### src/rtl/pds_pkg.sv
package pds_pkg;
  localparam int unsigned REG_W    = 32;
  localparam int unsigned OFS_PWR  = 'h10;
  localparam int unsigned OFS_RST  = 'h30;
  localparam int unsigned OFS_ISO  = 'h58;

  typedef enum logic [1:0] {
    STEP_PWR = 2'd0,
    STEP_RST = 2'd1,
    STEP_ISO = 2'd2
  } stepKind_e;

  // Strobe bundle from the sequencer to the register datapath
  typedef struct packed {
    logic      apply;
    stepKind_e kind;
    logic      powerOn;
    logic [7:0] dom;
  } seqStrobe_t;
endpackage

### src/rtl/pds_ctrl.sv
module pds_ctrl
  import pds_pkg::*;
#(
  parameter int NUM_DOMAINS = 3,
  parameter int HOLD_W      = 8,
  parameter int IDX_W       = 2,
  parameter logic [NUM_DOMAINS-1:0][REG_W-1:0] RST_MASKS = '0,
  parameter logic [NUM_DOMAINS-1:0][REG_W-1:0] ISO_MASKS = '0
) (
  input  logic              clk,
  input  logic              rstN,
  input  logic              reqValid,
  input  logic [IDX_W-1:0]  reqDomain,
  input  logic              reqPowerOn,
  input  logic [HOLD_W-1:0] stepHold,
  output seqStrobe_t        strobe,
  output logic              busy,
  output logic              done
);
  typedef enum logic [1:0] {S_IDLE, S_APPLY, S_HOLD} state_e;

  localparam logic [1:0] POS_NONE = 2'd3;

  state_e            state;
  logic [1:0]        pos;
  logic [HOLD_W-1:0] cnt;
  logic [HOLD_W-1:0] holdLen;
  logic [IDX_W-1:0]  dom;
  logic              powerOn;
  logic [1:0]        nextPos;
  logic              reqOk;

  // Step order per direction: up = power, reset, isolation; down = reverse
  function automatic stepKind_e kindAt(input logic [1:0] p, input logic up);
    stepKind_e k;
    if (up) begin
      case (p)
        2'd0:    k = STEP_PWR;
        2'd1:    k = STEP_RST;
        default: k = STEP_ISO;
      endcase
    end else begin
      case (p)
        2'd0:    k = STEP_ISO;
        2'd1:    k = STEP_RST;
        default: k = STEP_PWR;
      endcase
    end
    return k;
  endfunction

  function automatic logic stepLive(input stepKind_e k, input logic [IDX_W-1:0] d);
    logic live;
    case (k)
      STEP_RST: live = (RST_MASKS[d] != '0);
      STEP_ISO: live = (ISO_MASKS[d] != '0);
      default:  live = 1'b1;
    endcase
    return live;
  endfunction

  // First live step at or after position start, POS_NONE if none remains
  function automatic logic [1:0] findFrom(input logic [2:0] start, input logic up,
                                          input logic [IDX_W-1:0] d);
    logic [1:0] r;
    r = POS_NONE;
    for (int p = 2; p >= 0; p--) begin
      if (p >= int'(start) && stepLive(kindAt(2'(p), up), d)) r = 2'(p);
    end
    return r;
  endfunction

  assign reqOk   = (32'(reqDomain) < NUM_DOMAINS);
  assign nextPos = findFrom({1'b0, pos} + 3'd1, powerOn, dom);

  always_ff @(posedge clk or negedge rstN) begin
    if (!rstN) begin
      state   <= S_IDLE;
      pos     <= '0;
      cnt     <= '0;
      holdLen <= '0;
      dom     <= '0;
      powerOn <= 1'b0;
      done    <= 1'b0;
    end else begin
      done <= 1'b0;
      case (state)
        S_IDLE: begin
          if (reqValid && reqOk) begin
            dom     <= reqDomain;
            powerOn <= reqPowerOn;
            holdLen <= stepHold;
            pos     <= findFrom(3'd0, reqPowerOn, reqDomain);
            state   <= S_APPLY;
          end
        end
        S_APPLY: begin
          if (holdLen != '0) begin
            cnt   <= holdLen;
            state <= S_HOLD;
          end else if (nextPos == POS_NONE) begin
            state <= S_IDLE;
            done  <= 1'b1;
          end else begin
            pos <= nextPos;
          end
        end
        S_HOLD: begin
          if (cnt == HOLD_W'(1)) begin
            if (nextPos == POS_NONE) begin
              state <= S_IDLE;
              done  <= 1'b1;
            end else begin
              pos   <= nextPos;
              state <= S_APPLY;
            end
          end else begin
            cnt <= cnt - HOLD_W'(1);
          end
        end
        default: state <= S_IDLE;
      endcase
    end
  end

  assign busy           = (state != S_IDLE);
  assign strobe.apply   = (state == S_APPLY);
  assign strobe.kind    = kindAt(pos, powerOn);
  assign strobe.powerOn = powerOn;
  assign strobe.dom     = 8'(dom);
endmodule

### src/rtl/pds_datapath.sv
module pds_datapath
  import pds_pkg::*;
#(
  parameter int NUM_DOMAINS = 3,
  parameter int ADDR_W      = 8,
  parameter int IDX_W       = 2,
  parameter logic [NUM_DOMAINS-1:0][REG_W-1:0] PWR_MASKS = '0,
  parameter logic [NUM_DOMAINS-1:0][REG_W-1:0] RST_MASKS = '0,
  parameter logic [NUM_DOMAINS-1:0][REG_W-1:0] ISO_MASKS = '0
) (
  input  logic              clk,
  input  logic              rstN,
  input  seqStrobe_t        strobe,
  input  logic              busy,
  input  logic [ADDR_W-1:0] regAddr,
  input  logic              regWrEn,
  input  logic [REG_W-1:0]  regWrData,
  output logic [REG_W-1:0]  regRdData,
  output logic [REG_W-1:0]  pwrCtl,
  output logic [REG_W-1:0]  isoCtl,
  output logic [REG_W-1:0]  rstCtl
);
  localparam logic [ADDR_W-1:0] A_PWR = ADDR_W'(OFS_PWR);
  localparam logic [ADDR_W-1:0] A_RST = ADDR_W'(OFS_RST);
  localparam logic [ADDR_W-1:0] A_ISO = ADDR_W'(OFS_ISO);

  logic [IDX_W-1:0] selDom;
  logic [REG_W-1:0] pMask, rMask, iMask;
  logic             wrOk;

  assign selDom = strobe.dom[IDX_W-1:0];
  assign pMask  = PWR_MASKS[selDom];
  assign rMask  = RST_MASKS[selDom];
  assign iMask  = ISO_MASKS[selDom];
  assign wrOk   = regWrEn && !busy;

  always_ff @(posedge clk or negedge rstN) begin
    if (!rstN) begin
      pwrCtl <= '0;
      isoCtl <= '1;
      rstCtl <= '1;
    end else if (strobe.apply) begin
      case (strobe.kind)
        STEP_PWR: pwrCtl <= strobe.powerOn ? (pwrCtl & ~pMask) : (pwrCtl | pMask);
        STEP_RST: rstCtl <= strobe.powerOn ? (rstCtl | rMask)  : (rstCtl & ~rMask);
        STEP_ISO: isoCtl <= strobe.powerOn ? (isoCtl | iMask)  : (isoCtl & ~iMask);
        default: ;
      endcase
    end else if (wrOk) begin
      if (regAddr == A_PWR) pwrCtl <= regWrData;
      if (regAddr == A_RST) rstCtl <= regWrData;
      if (regAddr == A_ISO) isoCtl <= regWrData;
    end
  end

  always_comb begin
    regRdData = '0;
    if (regAddr == A_PWR) regRdData = pwrCtl;
    if (regAddr == A_RST) regRdData = rstCtl;
    if (regAddr == A_ISO) regRdData = isoCtl;
  end
endmodule

### src/rtl/pwr_domain_seq.sv
module pwr_domain_seq
  import pds_pkg::*;
#(
  parameter int NUM_DOMAINS = 3,
  parameter int ADDR_W      = 8,
  parameter int HOLD_W      = 8,
  parameter int IDX_W       = (NUM_DOMAINS > 1) ? $clog2(NUM_DOMAINS + 1) : 1,
  parameter logic [NUM_DOMAINS-1:0][REG_W-1:0] PWR_MASKS =
    {32'h0000_0010, 32'h0000_0004, 32'h0000_0008},
  parameter logic [NUM_DOMAINS-1:0][REG_W-1:0] RST_MASKS =
    {32'h0000_0000, 32'h0004_0000, 32'h0001_0000},
  parameter logic [NUM_DOMAINS-1:0][REG_W-1:0] ISO_MASKS =
    {32'h0000_0000, 32'h0000_0002, 32'h0000_0001}
) (
  input  logic              clk,
  input  logic              rstN,
  input  logic [ADDR_W-1:0] regAddr,
  input  logic              regWrEn,
  input  logic [REG_W-1:0]  regWrData,
  output logic [REG_W-1:0]  regRdData,
  input  logic              reqValid,
  input  logic [IDX_W-1:0]  reqDomain,
  input  logic              reqPowerOn,
  input  logic [HOLD_W-1:0] stepHold,
  output logic              busy,
  output logic              done,
  output logic [REG_W-1:0]  pwrCtl,
  output logic [REG_W-1:0]  isoCtl,
  output logic [REG_W-1:0]  rstCtl
);
  seqStrobe_t seqStb;

  pds_ctrl #(
    .NUM_DOMAINS(NUM_DOMAINS), .HOLD_W(HOLD_W), .IDX_W(IDX_W),
    .RST_MASKS(RST_MASKS), .ISO_MASKS(ISO_MASKS)
  ) u_ctrl (
    .clk(clk), .rstN(rstN), .reqValid(reqValid), .reqDomain(reqDomain),
    .reqPowerOn(reqPowerOn), .stepHold(stepHold), .strobe(seqStb),
    .busy(busy), .done(done)
  );

  pds_datapath #(
    .NUM_DOMAINS(NUM_DOMAINS), .ADDR_W(ADDR_W), .IDX_W(IDX_W),
    .PWR_MASKS(PWR_MASKS), .RST_MASKS(RST_MASKS), .ISO_MASKS(ISO_MASKS)
  ) u_dp (
    .clk(clk), .rstN(rstN), .strobe(seqStb), .busy(busy),
    .regAddr(regAddr), .regWrEn(regWrEn), .regWrData(regWrData),
    .regRdData(regRdData), .pwrCtl(pwrCtl), .isoCtl(isoCtl), .rstCtl(rstCtl)
  );
endmodule

### config.mk
export PLATFORM = sky130hd
export DESIGN_NAME = pwr_domain_seq
export DESIGN_NICKNAME = d
export VERILOG_FILES = /design/src/rtl/pds_pkg.sv /design/src/rtl/pds_ctrl.sv /design/src/rtl/pds_datapath.sv /design/src/rtl/pwr_domain_seq.sv
export SDC_FILE = /design/constraint.sdc
export NUM_CORES = 1
export LEC_CHECK = 0
export ABC_CLOCK_PERIOD_IN_PS = 6300
export BUFFER_PORTS_ARGS = -buffer_cell sky130_fd_sc_hd__buf_2
export CAP_MARGIN = 10
export CORE_ASPECT_RATIO = 1.2
export CORE_UTILIZATION = 55
export CTS_CLUSTER_DIAMETER = 80
export DETAILED_ROUTE_END_ITERATION = 10
export PLACE_DENSITY = 0.83
export SLEW_MARGIN = 10
export SYNTH_ARGS = -nofsm -noshare
export SYNTH_HDL_FRONTEND = slang
export SYNTH_SLANG_ARGS = --single-unit
export TNS_END_PERCENT = 30
### constraint.sdc
create_clock -name clk -period 6.3 [get_ports clk]
set_clock_uncertainty 0.1 [all_clocks]
set_input_delay 0.315 -clock clk [delete_from_list [all_inputs] [get_ports clk]]
set_output_delay 0.315 -clock clk [all_outputs]
set_load 0.02 [all_outputs]
==> results of run 1 <==
## per-layer routing
| layer | vias up | global-route usage |
|---|---|---|
| met5 | - | 0 |
| met4 | 0 | 0.125 |
| met3 | 35 | 0.0701 |
| met2 | 228 | 0.475 |
| met1 | 2364 | 0.351 |
| li1 | 2173 | - |
## cell type report
cell class	count	area (um2)
multi-input combinational	334	2630
sequential	120	3080
timing repair buffer	191	978
fill	687	2750
tap	126	158
inverter	16	60.1
clock buffer	24	483
clock inverter	8	68.8
## Yosys cell counts (3+ instances only)
cell type   n  area [um2]
a41oi_1     3        26.3
a211oi_1    4        30.0
dfrtp_1    56        1400
nand3_1     5        25.0
a31oi_1     5        31.3
a21oi_1    10        50.1
a21o_1      3        22.5
nor3_1      8        40.0
nand2_1    70         263
or4_1       3        22.5
o221a_2     3        33.8
inv_1      16        60.1
dfstp_2    64        1680
mux2_2     75         845
o31ai_1     3        22.5
nand2b_1    5        31.3
nor2_1     10        37.5
a22oi_1    32         240
o21ai_0    10        50.1
clkbuf_1   21        78.8
ha_1        7        87.6
nor4_1      4        25.0
nor2b_1     5        31.3
buf_2       3        15.0
buf_6       3        33.8
mux2_1     32         360
and2_1      5        31.3
## metrics by stage
step	worst slack [ns]	hold slack [ns]	cells	power, mW	utilization
finish	3.06	0.0329	819	1.72	0.730
global route	2.94	0.0354	819	1.78	0.730
global placement	3.23	0.194	786	0.831	0.675
CTS	3.04	0.0274	819	1.74	0.730
floorplan	4.02	-0.0806	497	0.791	-
detailed placement	3.08	0.201	786	0.832	0.675
## power by group through the flow
stage	clock network [mW]	logic (mW)	registers, mW
2_1_floorplan	0	0.00559	0.785
3_3_place_gp	0	0.0454	0.785
3_5_place_dp	0	0.0471	0.785
4_1_cts	0.914	0.0479	0.774
5_1_grt	0.951	0.0534	0.773
6_report	0.903	0.0473	0.774
## path summary, 6_finish.rpt
| kind | start | end | slack, ns |
|---|---|---|---|
| max in group asynchronous | rstN | u_dp.pwrCtl[31]$_DFFE_PN0P_ | 4.41 |
| min in group asynchronous | rstN | u_dp.pwrCtl[7]$_DFFE_PN0P_ | 0.30 |
| setup reg to reg | u_ctrl.state[1]$_DFFE_PN0P_ | u_dp.pwrCtl[27]$_DFFE_PN0P_ | 3.37 |
| hold reg to reg | u_dp.pwrCtl[1]$_DFFE_PN0P_ | u_dp.pwrCtl[1]$_DFFE_PN0P_ | 0.43 |
| hold / removal | stepHold[2] | u_ctrl.holdLen[2]$_DFFE_PN0P_ | 0.03 |
| setup / recovery | regAddr[7] | regRdData[16] | 3.06 |
## sequential cells by signal, indices dropped and copies added, names as in the netlist, named ones only
register        count
u_ctrl.state        2
u_ctrl.cnt          8
u_dp.rstCtl        30
u_ctrl.done         1
u_dp.isoCtl        30
u_ctrl.powerOn      1
u_ctrl.dom          2
u_ctrl.holdLen      8
u_ctrl.pos          2
u_dp.pwrCtl        29
## cell families (layout without fill, tap and decap cells)
| kind of cell | count (synthesis) | after routing | synth area share |
|---|---|---|---|
| and+or+nand+nor | 130 | 130 | 0.111 |
| AOI/OAI and AO/OA | 90 | 90 | 0.112 |
| buffers and inverters | 43 | 239 | 0.0320 |
| muxes | 107 | 107 | 0.205 |
| adders and majority gates | 7 | 7 | 0.0149 |
| DFF | 120 | 120 | 0.525 |
==> flow_summary.ini, run 1 <==
[clocking]
root_buffer = clkbuf_16
insertion_delay_ns = 0.41
postCtsResizedCells = 0
cts_made_buffers = 17
cts_setup_buffers = 0
clockBufferDepth = 2
clk_pin_slew_ns = 0.05
htree_levels = 4
cts_tree = yes
clock_sinks = 120
cts_hold_repair.buffers = 1

[drt]
met2_length_um = 7720
wl_per_cell_um = 18.6
drc = 0
wl_met1_um = 6180
top_layer_used = met4
wl_um = 15300
ant_nets = 0
dr_wl_met3_um = 1020
vias = 4800
dr.pass1.iters = 5
drt_iter0_drc = 367
via_per_inst = 5.86

[synth]
synthFlopType = dfstp_2
syn-num-nets = 559
syn_area_um2 = 5870
ys.warnings.count = 0
synth_area_per_cell_um2 = 11.8
synth_cell_types = 52
synth-seq-area-share = 0.525
syn_inst = 497
ys_async_sr_fraction = 1.00
synth_edf_count = 0
synth-seq-cells = 120

[critical_path]
required_ns = 5.88
worstPathArrival_ns = 2.83
cp.depth = 7
critPathKind = input pin to primary output
start_kind = input pin
crit_path_top_delay_cell = nor3_2
cp_top_family = simple AND/OR/NAND/NOR gates
r2r_cells = 6
cpPeakStageDelay_ns = 1.00
endpoint_kind = primary output
cpMostUsedCell = buf_2
critPathBufInv = 3
crit_chain = buf_2 -> or4b_4 -> nor3_2 -> buf_4 -> a22oi_1 -> nand2_1 -> buf_2
crit_fanout = 17

[power]
vdd_drop_max_uv = 175
p_sw_frac = 0.210
seqPwrFrac = 0.449
power.leakage_nw = 3.97
intPower_mw = 1.36
power_frac_clock = 0.524
power.density_nw_per_um2 = 231
comb_power_share = 0.027
switchingPower_uw = 362

[floorplanning]
die_area_um2 = 11100
ios = 185
core_area_um2 = 10200
die_x_um = 96.3
initial_core_util = 0.575
die-height_um = 115
row_count = 40

[layout]
fin_nets = 742
areaGrowthSynthToFinish_pct = 27.0
drive_gt1_frac = 0.532
final_cell_mix = buf_2, mux2_2, nand2_1
final_common_cell = buf_2
final_cell_area_um2 = 7460
antennaDiodeCount = 0

[sta]
fmax_ghz = 0.308
fin_crit_sh = 0.515
worst_slew_pin_slew_ns = 1.24
rsz0062_at_grt = false
fin_crit_ns = 3.24
fin_tns_setup_ns = 0
drv_slew = 0
setup_viol = 0
hold_violations = 0
relSlewSlack = 0.168

[placement]
dp_hpwl_um = 10500
place_congestion = 0.854
numPortBuffers = 184
postPlaceCellArea_um2 = 6890

[grt]
grt_antenna_before_repair = 0
grt_overflow = 0
grt_pass1_wl_um = 23500
grt_max_degree = 82
grt_use_total = 0.285
grt_pass1_vias = 4672

[outcome]
status = complete, no violations

[min_path]
hold_path_class = input pin to flop
min_path_cells = 2

[job]
maxCapViolCount = 0
Note: power is estimated with default switching activity, not from simulation.
==> inputs of run 2 (changes only) <==
--- a/config.mk
+++ b/config.mk
@@ -5,14 +5,15 @@
 export SDC_FILE = /design/constraint.sdc
 export NUM_CORES = 1
 export LEC_CHECK = 0
-export ABC_CLOCK_PERIOD_IN_PS = 6300
+export ABC_AREA = 1
+export ABC_CLOCK_PERIOD_IN_PS = 3000
 export BUFFER_PORTS_ARGS = -buffer_cell sky130_fd_sc_hd__buf_2
 export CAP_MARGIN = 10
 export CORE_ASPECT_RATIO = 1.2
-export CORE_UTILIZATION = 55
+export CORE_UTILIZATION = 52
 export CTS_CLUSTER_DIAMETER = 80
 export DETAILED_ROUTE_END_ITERATION = 10
-export PLACE_DENSITY = 0.83
+export PLACE_DENSITY = 0.79
 export SLEW_MARGIN = 10
 export SYNTH_ARGS = -nofsm -noshare
 export SYNTH_HDL_FRONTEND = slang
==> constraint.sdc (replaced) <==
create_clock -name clk -period 3 [get_ports clk]
set_clock_uncertainty 0.1 [all_clocks]
set_input_delay 0.15 -clock clk [delete_from_list [all_inputs] [get_ports clk]]
set_output_delay 0.15 -clock clk [all_outputs]
set_load 0.02 [all_outputs]
==> run 2 against run 1 <==
Die area rose by 11%; core utilization is 1.3 points lower; largest power group is now sequential cells; clock power increased by 120%.
==> flow_summary.ini, run 2 <==
[outcome]
status = complete, no violations

[placement]
postPlaceCellArea_um2 = 7250
pre_cts_ws_ns = 0.663
dp_hpwl_um = 11000
numPortBuffers = 184
place_congestion = 0.895
placed_cells = 1111

[power]
power.density_nw_per_um2 = 823
vdd_drop_max_uv = 551
power.leakage_nw = 4.36
power.total_mw = 6.83

[sta]
relSlewSlack = 0.535
fin_tns_setup_ns = 0
rsz0062_at_grt = false
worst_slew_pin_slew_ns = 0.690
fin_crit_sh = 0.780
fmax_ghz = 0.427
setup_ws_ns = 0.659
whs_ns = 0.167
drv_slew = 0
setup_viol = 0
hold_violations = 0
fin_crit_ns = 2.34

[synth]
synth-seq-area-share = 0.500
synthFlopType = dfstp_2
synth_edf_count = 0
ys_async_sr_fraction = 1.00
synth_cell_types = 24
synth_area_leaders = dfstp_2, dfrtp_1, nand2_1, inv_1, o21ai_0
synth-seq-cells = 120
syn_area_um2 = 6160
synth_area_per_cell_um2 = 7.78
ys.warnings.count = 0
synth.most_common_cell = nand2_1
synthTopCellsByCount = nand2_1, inv_1, o21ai_0, dfstp_2, nand3_1
syn_inst = 792
yosysTopAreaCellShare = 0.273
syn-num-nets = 854
yosys.area.top_type = dfstp_2

[critical_path]
critPathKind = flop to flop
worstPathArrival_ns = 2.54
required_ns = 3.20
endpoint_kind = flop
r2r_slack_ns = 0.66
crit_fanout = 34
start_kind = flop

[grt]
grt_max_degree = 69
grt_pass1_vias = 5316
grt_overflow = 0
grt_pass1_wl_um = 25300
grt_use_total = 0.270
grt_antenna_before_repair = 0

[floorplanning]
die_area_um2 = 12300
initial_core_util = 0.533
ios = 185
die-height_um = 121
row_count = 43
die_x_um = 101
core_area_um2 = 11600

[drt]
vias = 5812
wl_per_cell_um = 13.5
ant_nets = 0
wl_um = 16100
via_per_inst = 4.90
dr.pass1.iters = 5
drt_iter0_drc = 249
drc = 0

[clocking]
htree_levels = 4
clock_sinks = 120
insertion_delay_ns = 0.41
clk_pin_slew_ns = 0.06
postCtsResizedCells = 0
cts_made_buffers = 17
clockBufferDepth = 2
cts_tree = yes
root_buffer = clkbuf_16

[layout]
fillCellCount = 893
fin_util = 0.717
reg_top3 = u_dp.isoCtl (30), u_dp.rstCtl (30), u_dp.pwrCtl (29)
finalNonFillerCells = 1187
antennaDiodeCount = 0
multiInputGateArea_um2 = 2490
fin_nets = 1079
areaGrowthSynthToFinish_pct = 34.6
drive_gt1_frac = 0.340
final_cell_mix = nand2_1, buf_2, inv_1
ff_latch_area_um2 = 3080
final_common_cell = nand2_1
final_cell_area_um2 = 8290

[min_path]
hold_path_class = input pin to flop

[job]
maxCapViolCount = 0
-- run 2: cell types whose count changed after synthesis, moves of 24 or more --
cell	change
mux2_2	-69
nand2_1	+189
nand2_2	+24
o21ai_0	+61
nand3_1	+56
mux2_1	-32
a22oi_1	-32
inv_1	+100
-- run 2: layer usage --
layer | vias to the layer above | wire, um | GRT usage
li1 | 2922 | - | -
met1 | 2676 | 6770 | 0.325
met2 | 178 | 8060 | 0.466
met3 | 36 | 819 | 0.0593
met4 | 0 | 395 | 0.110
met5 | - | 0 | 0
-- run 2: critical path, stage by stage, from the launching register on --
cell	delay (ns)
dfrtp_1	0.43
inv_1	0.10
ha_1	0.28
buf_4	0.22
nand2_2	0.07
inv_2	0.07
nand2_2	0.05
nand2_2	0.06
nand2_2	0.06
nand2_4	0.10
nand2_4	0.25
buf_12	0.29
nand2_2	0.08
o21ai_2	0.05
-- run 2: kinds of logic (layout without fill, tap and decap cells) --
logic type               Yosys count  count (layout)  synth area share
AO/OA/AOI/OAI                    123             123             0.112
adder cells (fa/ha/maj)            7               7            0.0142
buffers and inverters            151             389            0.0979
flip-flops                       120             120             0.500
multiplexers                       6               6            0.0110
AND/OR/NAND/NOR                  385             385             0.264
-- run 2: timing repair --
| item | 4_1_cts | 5_1_grt |
|---|---|---|
| endpoints found under the hold margin | 132 | 0 |
| buffers inserted | 0 | 0 |
| hold buffers | 44 | 0 |
-- run 2: worst paths after layout --
| kind | from | endpoint | depth (start not counted) |
|---|---|---|---|
| min reg2reg | flop | flop | 2 |
| min | reqValid | u_ctrl.state[1]$_DFFE_PN0P_ | 5 |
| max in group asynchronous | rstN | u_dp.rstCtl[11]$_DFFE_PN1P_ | 3 |
| max reg2reg | u_ctrl.state[1]$_DFFE_PN0P_ | u_dp.pwrCtl[23]$_DFFE_PN0P_ | 13 |
| min in group asynchronous | rstN | u_dp.pwrCtl[1]$_DFFE_PN0P_ | 2 |
| max | u_ctrl.state[1]$_DFFE_PN0P_ | u_dp.pwrCtl[23]$_DFFE_PN0P_ | 13 |
-- run 2: cell type report --
| type | count | share of cell area |
|---|---|---|
| multi-input combinational | 521 | 0.300 |
| clock buffer | 19 | 0.0546 |
| tap | 157 | 0.0237 |
| timing repair buffer | 238 | 0.178 |
| inverter | 119 | 0.0539 |
| sequential | 120 | 0.372 |
| clock inverter | 13 | 0.0177 |
-- run 2: where the power goes --
part / internal [mW] / switching, mW / total [mW]
sequential: 2.09 / 0.439 / 2.53
combinational: 0.819 / 1.45 / 2.27
clock: 1.27 / 0.750 / 2.02
total: 4.18 / 2.64 / 6.83
==> inputs of run 3 (changes only) <==
--- a/config.mk
+++ b/config.mk
@@ -5,15 +5,15 @@
 export SDC_FILE = /design/constraint.sdc
 export NUM_CORES = 1
 export LEC_CHECK = 0
-export ABC_AREA = 1
-export ABC_CLOCK_PERIOD_IN_PS = 3000
+export ABC_AREA = 0
+export ABC_CLOCK_PERIOD_IN_PS = 2100
 export BUFFER_PORTS_ARGS = -buffer_cell sky130_fd_sc_hd__buf_2
 export CAP_MARGIN = 10
 export CORE_ASPECT_RATIO = 1.2
-export CORE_UTILIZATION = 52
+export CORE_UTILIZATION = 46
 export CTS_CLUSTER_DIAMETER = 80
 export DETAILED_ROUTE_END_ITERATION = 10
-export PLACE_DENSITY = 0.79
+export PLACE_DENSITY = 0.74
 export SLEW_MARGIN = 10
 export SYNTH_ARGS = -nofsm -noshare
 export SYNTH_HDL_FRONTEND = slang
==> constraint.sdc (replaced) <==
create_clock -name clk -period 2.1 [get_ports clk]
set_clock_uncertainty 0.1 [all_clocks]
set_input_delay 0.105 -clock clk [delete_from_list [all_inputs] [get_ports clk]]
set_output_delay 0.105 -clock clk [all_outputs]
set_load 0.02 [all_outputs]
==> run 3 against run 2 <==
Sequential power down 8.3%; wire length down 2.3%; largest power group is now the clock network; via count down 14%; first-iteration DRC count up 7.6%; core utilization down 4.2 points; sequential share of layout area about the same; sequential cell count unchanged; power down 21%; count of clock-buffer cells in the layout up 5; register-to-register slack worse by 0.58 ns; design area about the same; die area up 7.6%; critical path type is now input pin to primary output.
==> flow_summary.ini, run 3 (synthesis results as in run 1) <==
[outcome]
status = complete, no violations

[sta]
whs_ns = 0.0933
drv_slew = 0
relSlewSlack = 0.671
worst_slew_pin_slew_ns = 0.493
fmax_ghz = 0.495
setup_viol = 0
hold_violations = 0
fin_crit_ns = 2.02
fin_crit_sh = 0.961

[floorplanning]
die_area_um2 = 13200
core_area_um2 = 12300
die-height_um = 126
die_x_um = 105
row_count = 44
initial_core_util = 0.478
ios = 185

[power]
power.leakage_nw = 4.33
intPower_mw = 4.32
comb_power_share = 0.039
p_sw_frac = 0.200
power_frac_clock = 0.531
power.density_nw_per_um2 = 651
seqPwrFrac = 0.430
switchingPower_mw = 1.08
vdd_drop_max_uv = 417

[grt]
grt_max_degree = 59
grt_pass1_wl_um = 25000
grt_use_total = 0.241
grt_overflow = 0
grt_use_met2 = 0.406
grtUsageMet3 = 0.0543
grt_antenna_before_repair = 0
gr-usage-met1 = 0.305
grt_pass1_vias = 5037
busiest_layer = met2

[drt]
wl_um = 15700
wl_per_cell_um = 17.0
via_per_inst = 5.38
dr.pass1.iters = 5
drc = 0
drt_iter0_drc = 268
vias = 4973
ant_nets = 0

[layout]
antennaDiodeCount = 0
fin_nets = 813
fillCellCount = 922
final_common_cell = buf_2
ff_latch_area_um2 = 3080
multiInputGateArea_um2 = 2660
fin_util = 0.675
areaGrowthSynthToFinish_pct = 41.2
reg_top3 = u_dp.isoCtl (30), u_dp.rstCtl (30), u_dp.pwrCtl (29)
final_cell_mix = buf_2, mux2_2, nand2_1
final_cell_area_um2 = 8290
drive_gt1_frac = 0.533

[clocking]
cts_tree = yes
clockBufferDepth = 2
htree_levels = 4
insertion_delay_ns = 0.41
clock_sinks = 120
clk_pin_slew_ns = 0.05
root_buffer = clkbuf_16
cts_made_buffers = 17

[critical_path]
required_ns = 1.89
critPathKind = input pin to primary output
start_kind = input pin
worstPathArrival_ns = 1.81
crit_fanout = 16
endpoint_kind = primary output

[placement]
postPlaceCellArea_um2 = 7170
numPortBuffers = 184
place_congestion = 0.840
dp_hpwl_um = 10600

[min_path]
hold_path_class = input pin to asynchronous set/reset pin

[job]
maxCapViolCount = 0
## run 3: per-stage QoR
| step | TNS (ns) | setup WS [ns] | power, mW | instances |
|---|---|---|---|---|
| 5_1_grt | -0.137 | -0.0521 | 5.58 | 924 |
| 3_3_place_gp | 0 | 0.0747 | 2.50 | 845 |
| 4_1_cts | 0 | 0.0501 | 5.45 | 920 |
| 3_5_place_dp | 0 | 0.0368 | 2.51 | 845 |
| 6_report | 0 | 0.0814 | 5.40 | 924 |
| 2_1_floorplan | 0 | 0.0612 | 2.37 | 497 |
## run 3: worst max-delay path, cell delays in order
cell	delay [ns]
buf_2	0.11
or4b_4	0.61
nor4b_4	0.34
buf_4	0.30
a22oi_1	0.10
nand2_1	0.08
buf_2	0.17
## run 3: path summary, 6_finish.rpt
check / slack (ns) / end / from / cells after the start
max reg2reg: 0.08 / flop / u_ctrl.state[1]$_DFFE_PN0P_ / 8
min in group clk: 0.28 / u_dp.pwrCtl[0]$_DFFE_PN0P_ / regAddr[7] / 6
min reg2reg: 0.43 / u_dp.pwrCtl[17]$_DFFE_PN0P_ / u_dp.pwrCtl[17]$_DFFE_PN0P_ / 1
max in group asynchronous: 1.03 / u_dp.rstCtl[29]$_DFFE_PN1P_ / rstN / 3
min: 0.09 / u_ctrl.holdLen[0]$_DFFE_PN0P_ / rstN / 2
max: 0.08 / regRdData[11] / regAddr[7] / 7
## run 3: what timing repair did
item | in CTS | in global routing
setup endpoints to repair | 0 | 38
hold buffers | 44 | 0
gates resized for setup | 0 | 9
buffers inserted | 0 | 2
hold endpoints to repair | 153 | 0
## run 3: routing by layer
layer / routed length [um] / vias to the layer above / part of all wire
li1: - / 2320 / -
met1: 6750 / 2473 / 0.43
met2: 8030 / 160 / 0.51
met3: 648 / 20 / 0.041
met4: 248 / 0 / 0.016
met5: 0 / - / 0
## run 3: area by class of cell
| type | count | area share |
|---|---|---|
| clock buffer | 24 | 0.0605 |
| tap | 161 | 0.0243 |
| multi-input combinational | 334 | 0.321 |
| sequential | 120 | 0.372 |
| inverter | 16 | 0.00724 |
| timing repair buffer | 262 | 0.204 |
| clock inverter | 7 | 0.0110 |
## run 3: power by group through the flow
stage | logic, mW | clock network [mW] | registers, mW
floorplan | 0.0168 | 0 | 2.36
global placement | 0.144 | 0 | 2.36
detailed placement | 0.150 | 0 | 2.36
CTS | 0.213 | 2.92 | 2.32
global route | 0.235 | 3.03 | 2.32
finish | 0.212 | 2.87 | 2.32
